[src/rtl/rq_pkg.sv]
package rq_pkg;
  typedef enum logic [1:0] {
    CLS_BCAST = 2'b00,
    CLS_MCAST = 2'b01,
    CLS_UCAST = 2'b10,
    CLS_RSVD  = 2'b11
  } rq_class_e;
endpackage

[src/rtl/rq_word_pack.sv]
module rq_word_pack #(
  parameter int ID_W = 6
) (
  input  logic              clk,
  input  logic              rst_n,
  input  logic [ID_W-1:0]   src,
  input  logic [1:0]        cls,
  input  logic              hit,
  input  logic [ID_W-1:0]   dst,
  output logic [2*ID_W+3:0] word
);
  import rq_pkg::*;
  localparam int WW = 2*ID_W + 4;

  logic            is_ucast;
  logic            match;
  logic [ID_W-1:0] dst_field;
  logic            same_port;

  always_comb begin
    is_ucast  = (cls == CLS_UCAST);
    match     = is_ucast && hit;
    dst_field = match ? dst : '0;
    same_port = match && (dst == src);
    word      = {src, cls, match, dst_field, same_port};
  end

  AST_NONUCAST_LOW_BYTE: assert property (@(posedge clk) disable iff (!rst_n)
    (cls != CLS_UCAST) |-> (word[ID_W+1:0] == '0));
  AST_MISS_NO_DEST: assert property (@(posedge clk) disable iff (!rst_n)
    !hit |-> (word[ID_W+1:0] == '0));
  AST_SELF_IMPLIES_MATCH: assert property (@(posedge clk) disable iff (!rst_n)
    word[0] |-> word[ID_W+1]);
endmodule

[src/rtl/rq_fifo.sv]
module rq_fifo #(
  parameter int W     = 16,
  parameter int DEPTH = 8
) (
  input  logic         clk,
  input  logic         rst_n,
  input  logic         push,
  input  logic [W-1:0] din,
  input  logic         pop,
  output logic [W-1:0] dout,
  output logic         empty,
  output logic         full,
  output logic         drop
);
  localparam int AW = (DEPTH > 1) ? $clog2(DEPTH) : 1;
  localparam int CW = $clog2(DEPTH + 1);

  logic [W-1:0]  mem [DEPTH];
  logic [AW-1:0] rd_ptr;
  logic [AW-1:0] wr_ptr;
  logic [CW-1:0] count;
  logic          pop_ok;
  logic          push_ok;

  function automatic logic [AW-1:0] bump(input logic [AW-1:0] p);
    return (p == AW'(DEPTH - 1)) ? '0 : p + AW'(1);
  endfunction

  always_comb begin
    empty   = (count == '0);
    full    = (count == CW'(DEPTH));
    pop_ok  = pop && !empty;
    push_ok = push && (!full || pop_ok);
    dout    = empty ? '0 : mem[rd_ptr];
  end

  always_ff @(posedge clk) begin
    if (push_ok) mem[wr_ptr] <= din;
  end

  always_ff @(posedge clk) begin
    if (!rst_n) begin
      rd_ptr <= '0;
      wr_ptr <= '0;
      count  <= '0;
      drop   <= 1'b0;
    end else begin
      drop <= push && !push_ok;
      if (pop_ok)  rd_ptr <= bump(rd_ptr);
      if (push_ok) wr_ptr <= bump(wr_ptr);
      case ({push_ok, pop_ok})
        2'b10:   count <= count + CW'(1);
        2'b01:   count <= count - CW'(1);
        default: count <= count;
      endcase
    end
  end

  AST_DV_AFTER_PUSH: assert property (@(posedge clk) disable iff (!rst_n)
    (push && empty) |=> !empty);
  AST_NO_OVERFLOW: assert property (@(posedge clk) disable iff (!rst_n)
    int'(count) <= DEPTH);
  AST_DROP_ONLY_WHEN_FULL: assert property (@(posedge clk) disable iff (!rst_n)
    (push && full && !pop) |=> drop);
  AST_HOLD_WITHOUT_POP: assert property (@(posedge clk) disable iff (!rst_n)
    !pop |=> (int'(count) >= int'($past(count))));
  AST_SINGLE_REMOVAL: assert property (@(posedge clk) disable iff (!rst_n)
    1'b1 |=> (int'(count) + 1 >= int'($past(count))));
endmodule

[src/rtl/rq_port_ctl.sv]
module rq_port_ctl #(
  parameter int W = 16
) (
  input  logic         clk,
  input  logic         rst_n,
  input  logic         sel,
  input  logic         nxt,
  input  logic         cpu_rd,
  input  logic         empty,
  input  logic [W-1:0] head,
  output logic         pop,
  output logic         dv,
  output logic [W-1:0] bus_data,
  output logic [W-1:0] cpu_data
);
  logic port_adv;

  always_comb begin
    port_adv = sel && nxt;
    pop      = port_adv || cpu_rd;
    dv       = !empty;
    bus_data = (sel && !empty) ? head : '0;
    cpu_data = empty ? '0 : head;
  end

  AST_BUS_ZERO_EMPTY: assert property (@(posedge clk) disable iff (!rst_n)
    !dv |-> (bus_data == '0 && cpu_data == '0));
  AST_HEAD_STABLE_IDLE: assert property (@(posedge clk) disable iff (!rst_n)
    (dv && !pop) |=> $stable(cpu_data));
endmodule

[src/rtl/rq_result_queue.sv]
module rq_result_queue #(
  parameter int ID_W  = 6,
  parameter int DEPTH = 8
) (
  input  logic              clk,
  input  logic              rst_n,
  input  logic              res_valid,
  input  logic [ID_W-1:0]   res_src,
  input  logic [1:0]        res_class,
  input  logic              res_hit,
  input  logic [ID_W-1:0]   res_dst,
  input  logic              rp_sel,
  input  logic              rp_nxt,
  output logic              rp_dv,
  output logic [2*ID_W+3:0] rp_data,
  input  logic              cpu_rd,
  output logic [2*ID_W+3:0] cpu_rdata,
  output logic              ovf
);
  localparam int WW = 2*ID_W + 4;

  logic [WW-1:0] packed_word;
  logic [WW-1:0] head;
  logic          empty;
  logic          full;
  logic          pop;

  rq_word_pack #(.ID_W(ID_W)) u_pack (
    .clk  (clk),
    .rst_n(rst_n),
    .src  (res_src),
    .cls  (res_class),
    .hit  (res_hit),
    .dst  (res_dst),
    .word (packed_word)
  );

  rq_fifo #(.W(WW), .DEPTH(DEPTH)) u_fifo (
    .clk  (clk),
    .rst_n(rst_n),
    .push (res_valid),
    .din  (packed_word),
    .pop  (pop),
    .dout (head),
    .empty(empty),
    .full (full),
    .drop (ovf)
  );

  rq_port_ctl #(.W(WW)) u_port (
    .clk     (clk),
    .rst_n   (rst_n),
    .sel     (rp_sel),
    .nxt     (rp_nxt),
    .cpu_rd  (cpu_rd),
    .empty   (empty),
    .head    (head),
    .pop     (pop),
    .dv      (rp_dv),
    .bus_data(rp_data),
    .cpu_data(cpu_rdata)
  );

  AST_DV_FALLS_ONLY_ON_POP: assert property (@(posedge clk) disable iff (!rst_n)
    (rp_dv && !rp_sel && !cpu_rd) |=> rp_dv);
endmodule

[config.mk]
export PLATFORM = sky130hd
export DESIGN_NAME = rq_result_queue
export DESIGN_NICKNAME = d
export VERILOG_FILES = /design/src/rtl/rq_pkg.sv /design/src/rtl/rq_word_pack.sv /design/src/rtl/rq_fifo.sv /design/src/rtl/rq_port_ctl.sv /design/src/rtl/rq_result_queue.sv
export SDC_FILE = /design/constraint.sdc
export NUM_CORES = 1
export LEC_CHECK = 0
export ABC_AREA = 0
export BUFFER_PORTS_ARGS = -buffer_cell sky130_fd_sc_hd__buf_2
export CORE_UTILIZATION = 62
export DETAILED_ROUTE_END_ITERATION = 7
export GPL_TIMING_DRIVEN = 1
export HOLD_SLACK_MARGIN = 0.08
export PLACE_DENSITY = 0.83
export RECOVER_POWER = 100
export SLEW_MARGIN = 0
export SYNTH_ARGS = -nofsm -noshare
export SYNTH_HDL_FRONTEND = slang
export SYNTH_SLANG_ARGS = --single-unit
[constraint.sdc]
create_clock -name clk -period 4.2 [get_ports clk]
set_input_delay 0.63 -clock clk [delete_from_list [all_inputs] [get_ports clk]]
set_output_delay 0.63 -clock clk [all_outputs]
set_load 0.005 [all_outputs]
==> impl_metrics.tcl <==
set metrics [dict create \
    run_status "completed" \
    crit_path_end_kind "output port" \
    grt_most_used_layer "met2" \
    cts_post_setup_buffers_inserted 0 \
    drc 0 \
    cts.htree.levels 4 \
    critical_path_required_ns 3.57 \
    grtUsageMet3_pct 5.887 \
    die-width_um 98.90 \
    gp_congestion 0.7484 \
    clkSlewWorstSetupHoldPaths_ns 0.07 \
    avgViaCountPerCell 6.306 \
    peakVddDrop_mv 0.4475 \
    netlist_instances 325 \
    place_worst_setup_slack_ns 1.341 \
    ys_seq_elements 142 \
    clock_latency_ns 0.52 \
    seq_power_share_pct 40.5 \
    dr_vias 3254 \
    overflow 0 \
    largest_fanout_of_any_net_on_the_critical_path 23 \
    final_critical_path_setup_slack_ns 0.5814 \
    maxSlewViolCount 0 \
    tritoncts "done" \
    clock_power_share_pct 34.1 \
    async_reset_ff_share_pct 0 \
    syn-cell-area_sq_mm 0.005822 \
    power.density_cell_area_mw_per_mm2 626.1 \
    layout-drive-gt1-share_pct 24.02 \
    final-hold-violation-count 0 \
    finalNetCount 423 \
    tns_ns 0 \
    final.fill_count 499 \
    clk_path_buf_depth 2 \
    warnings_synthesis 0 \
    synth_fp_nets 353 \
    total_leakage_power_nw 2.205 \
    grt_first_pass_wirelength_um 18610 \
    cp-start-kind "flop" \
    ys_top_cells_by_count "edfxtp_1 (128), nor2_1 (42), mux4_2 (31), mux2i_1 (21), nand2_1 (17)" \
    routed_wire_length_per_instance_um 23.82 \
    postRouteAntennaNets 0 \
    yosys_most_used_dff "edfxtp_1" \
    p_sw_w 0.001337 \
    cts-root-buf "clkbuf_8" \
    post_detailed_routing_wire_length_um 12290 \
    die_y_um 98.90 \
    post_cts_resize_count 0 \
    io_buffer_count 54 \
    die_area_sq_mm 0.009781 \
    post-synth-top-count-cell "edfxtp_1" \
    worstSetupPathType "reg2out" \
    synth-seq-area-share_pct 70.84 \
    multi_input_area_sq_mm 0.001588 \
    synth_cell_types 32 \
    maxClockFrequency_ghz 0.2764 \
    slew_headroom_pct 15.00 \
    num_rows 34 \
    synth.avg_cell_area_sq_um 17.91 \
    internal_power_w 0.002871 \
    grt_setup_unrepaired "no" \
    detail_route.first_pass.iterations 5 \
    synth_top_area_share_pct 66.02 \
    seqCellArea_sq_mm 0.004125 \
    grt.total_usage_pct 27.20 \
    worst-endpoint-arrival_ns 2.99 \
    clkSinkCount 142 \
    core_sq_mm 0.008891 \
    antenna-diode-count 0 \
    switching_part_of_the_total_pct 31.78 \
    initial_utilization_pct 65.48 \
    grt_start_max_net_pins 33 \
    pin_count 55 \
    final.setup_skew_ns 0.01066 \
    max_cap_viol_count 0 \
    synth_enable_flop_cells 128 \
    fin_area_sq_mm 0.006721 \
    vias_in_the_first_global_route 3364 \
    setup_viol 0 \
    post-dp-hpwl_um 6900 \
    main_area_contributors_after_synthesis "edfxtp_1 (66%), mux4_2 (12%), dfxtp_1 (4.8%)" \
    initialDrtViolationCount 228 \
    hold_class "in2reg" \
    number_of_buffers_created_by_cts 17 \
    synth_area_leader_cell "edfxtp_1" \
    worst-slew-pin-transition_ns 1.275 \
    cts.hold.buffers_added 0 \
    layout-area-overhead-vs-synth_pct 15.45 \
    placed_area_sq_mm 0.006222 \
    grt.met2_usage_pct 46.32 \
    tcrit_tclk_final_pct 86.16 \
    layout_min_cycle_time_ns 3.619 \
    power.share.combinational_pct 25.4 \
    antenna_found_initial 0 \
    gr-usage-met1_pct 34.78 \
]
[critical path: stages, from the launching register on]
cell      delay [ns]
dfxtp_2         0.54
clkbuf_2        0.78
mux4_2          0.64
mux2i_1         0.26
nor2_1          0.08
clkbuf_1        0.15
[kinds of logic after synthesis]
| kind of cell | after synthesis | synth area share [%] |
|---|---|---|
| buffers and inverters | 16 | 2.063 |
| and+or+nand+nor | 85 | 6.856 |
| AOI/OAI and AO/OA | 13 | 1.333 |
| muxes | 53 | 16.05 |
| adders and majority gates | 7 | 1.504 |
| DFF | 142 | 70.84 |
| xor gates and xnor gates | 9 | 1.354 |
[stage by stage]
step	hold slack [ns]	cells	util (%)	power (W)
2_1_floorplan	0.4759	325	-	0.002503
3_3_place_gp	0.4962	484	69.98	0.002788
3_5_place_dp	0.5132	484	69.98	0.002827
4_1_cts	0.3769	516	76.53	0.004275
5_1_grt	0.3888	516	75.60	0.004389
6_report	0.3903	516	75.60	0.004208
[final cells by class]
cell class | count | area share (%)
clock buffers | 17 | 6.162
clock inverters | 15 | 2.494
inverters | 1 | 0.05585
multi-input cells | 167 | 23.62
flip-flops and latches | 142 | 61.37
well taps | 108 | 2.010
repair buffers | 66 | 4.281
[sequential cells by signal, indices dropped and copies added, names as in the netlist, named ones only]
| register | cells |
|---|---|
| u_fifo.count | 4 |
| u_fifo.wr_ptr | 3 |
| u_fifo.mem | 128 |
| u_fifo.drop | 1 |
| u_fifo.rd_ptr | 3 |
[power by group through the flow]
stage / Sequential, W / Clock, W / Combinational, W
4_1_cts: 0.00170 / 0.00145 / 0.00112
6_report: 0.00170 / 0.00143 / 0.00107
3_3_place_gp: 0.00172 / 0 / 0.00106
3_5_place_dp: 0.00173 / 0 / 0.00110
5_1_grt: 0.00172 / 0.00151 / 0.00117
2_1_floorplan: 0.00168 / 0 / 0.000821
[final timing paths]
kind	startpoint	endpoint	slack, ns	cells past startpoint
min	res_valid	u_fifo.drop	0.39	3
max reg2reg	u_fifo.count[1]	u_fifo.mem[3][3]	1.28	5
min reg2reg	u_fifo.rd_ptr[1]	flop	0.51	2
max	flop	rp_data[4]	0.58	5
[cell usage in the layout, fill, tap and decap left out, types with 6 or more instances in the layout]
master | netlist | final
clkbuf_2 | 0 | 13
mux2i_1 | 21 | 21
clkbuf_1 | 3 | 36
ha_1 | 7 | 7
o21ai_0 | 6 | 6
mux4_2 | 31 | 31
clkbuf_16 | 0 | 16
xnor2_1 | 7 | 7
nor2_1 | 42 | 42
inv_6 | 0 | 6
buf_2 | 7 | 16
edfxtp_1 | 128 | 128
dfxtp_1 | 14 | 13
and2_0 | 0 | 7
nand2_1 | 17 | 17
[per-layer routing]
layer | vias to the layer above | share of wire, %
met2 | 164 | 55
met3 | 19 | 6.8
met1 | 1659 | 37
met5 | - | 0
li1 | 1412 | -
met4 | 0 | 1.4
(Power assumes the default switching activity.)
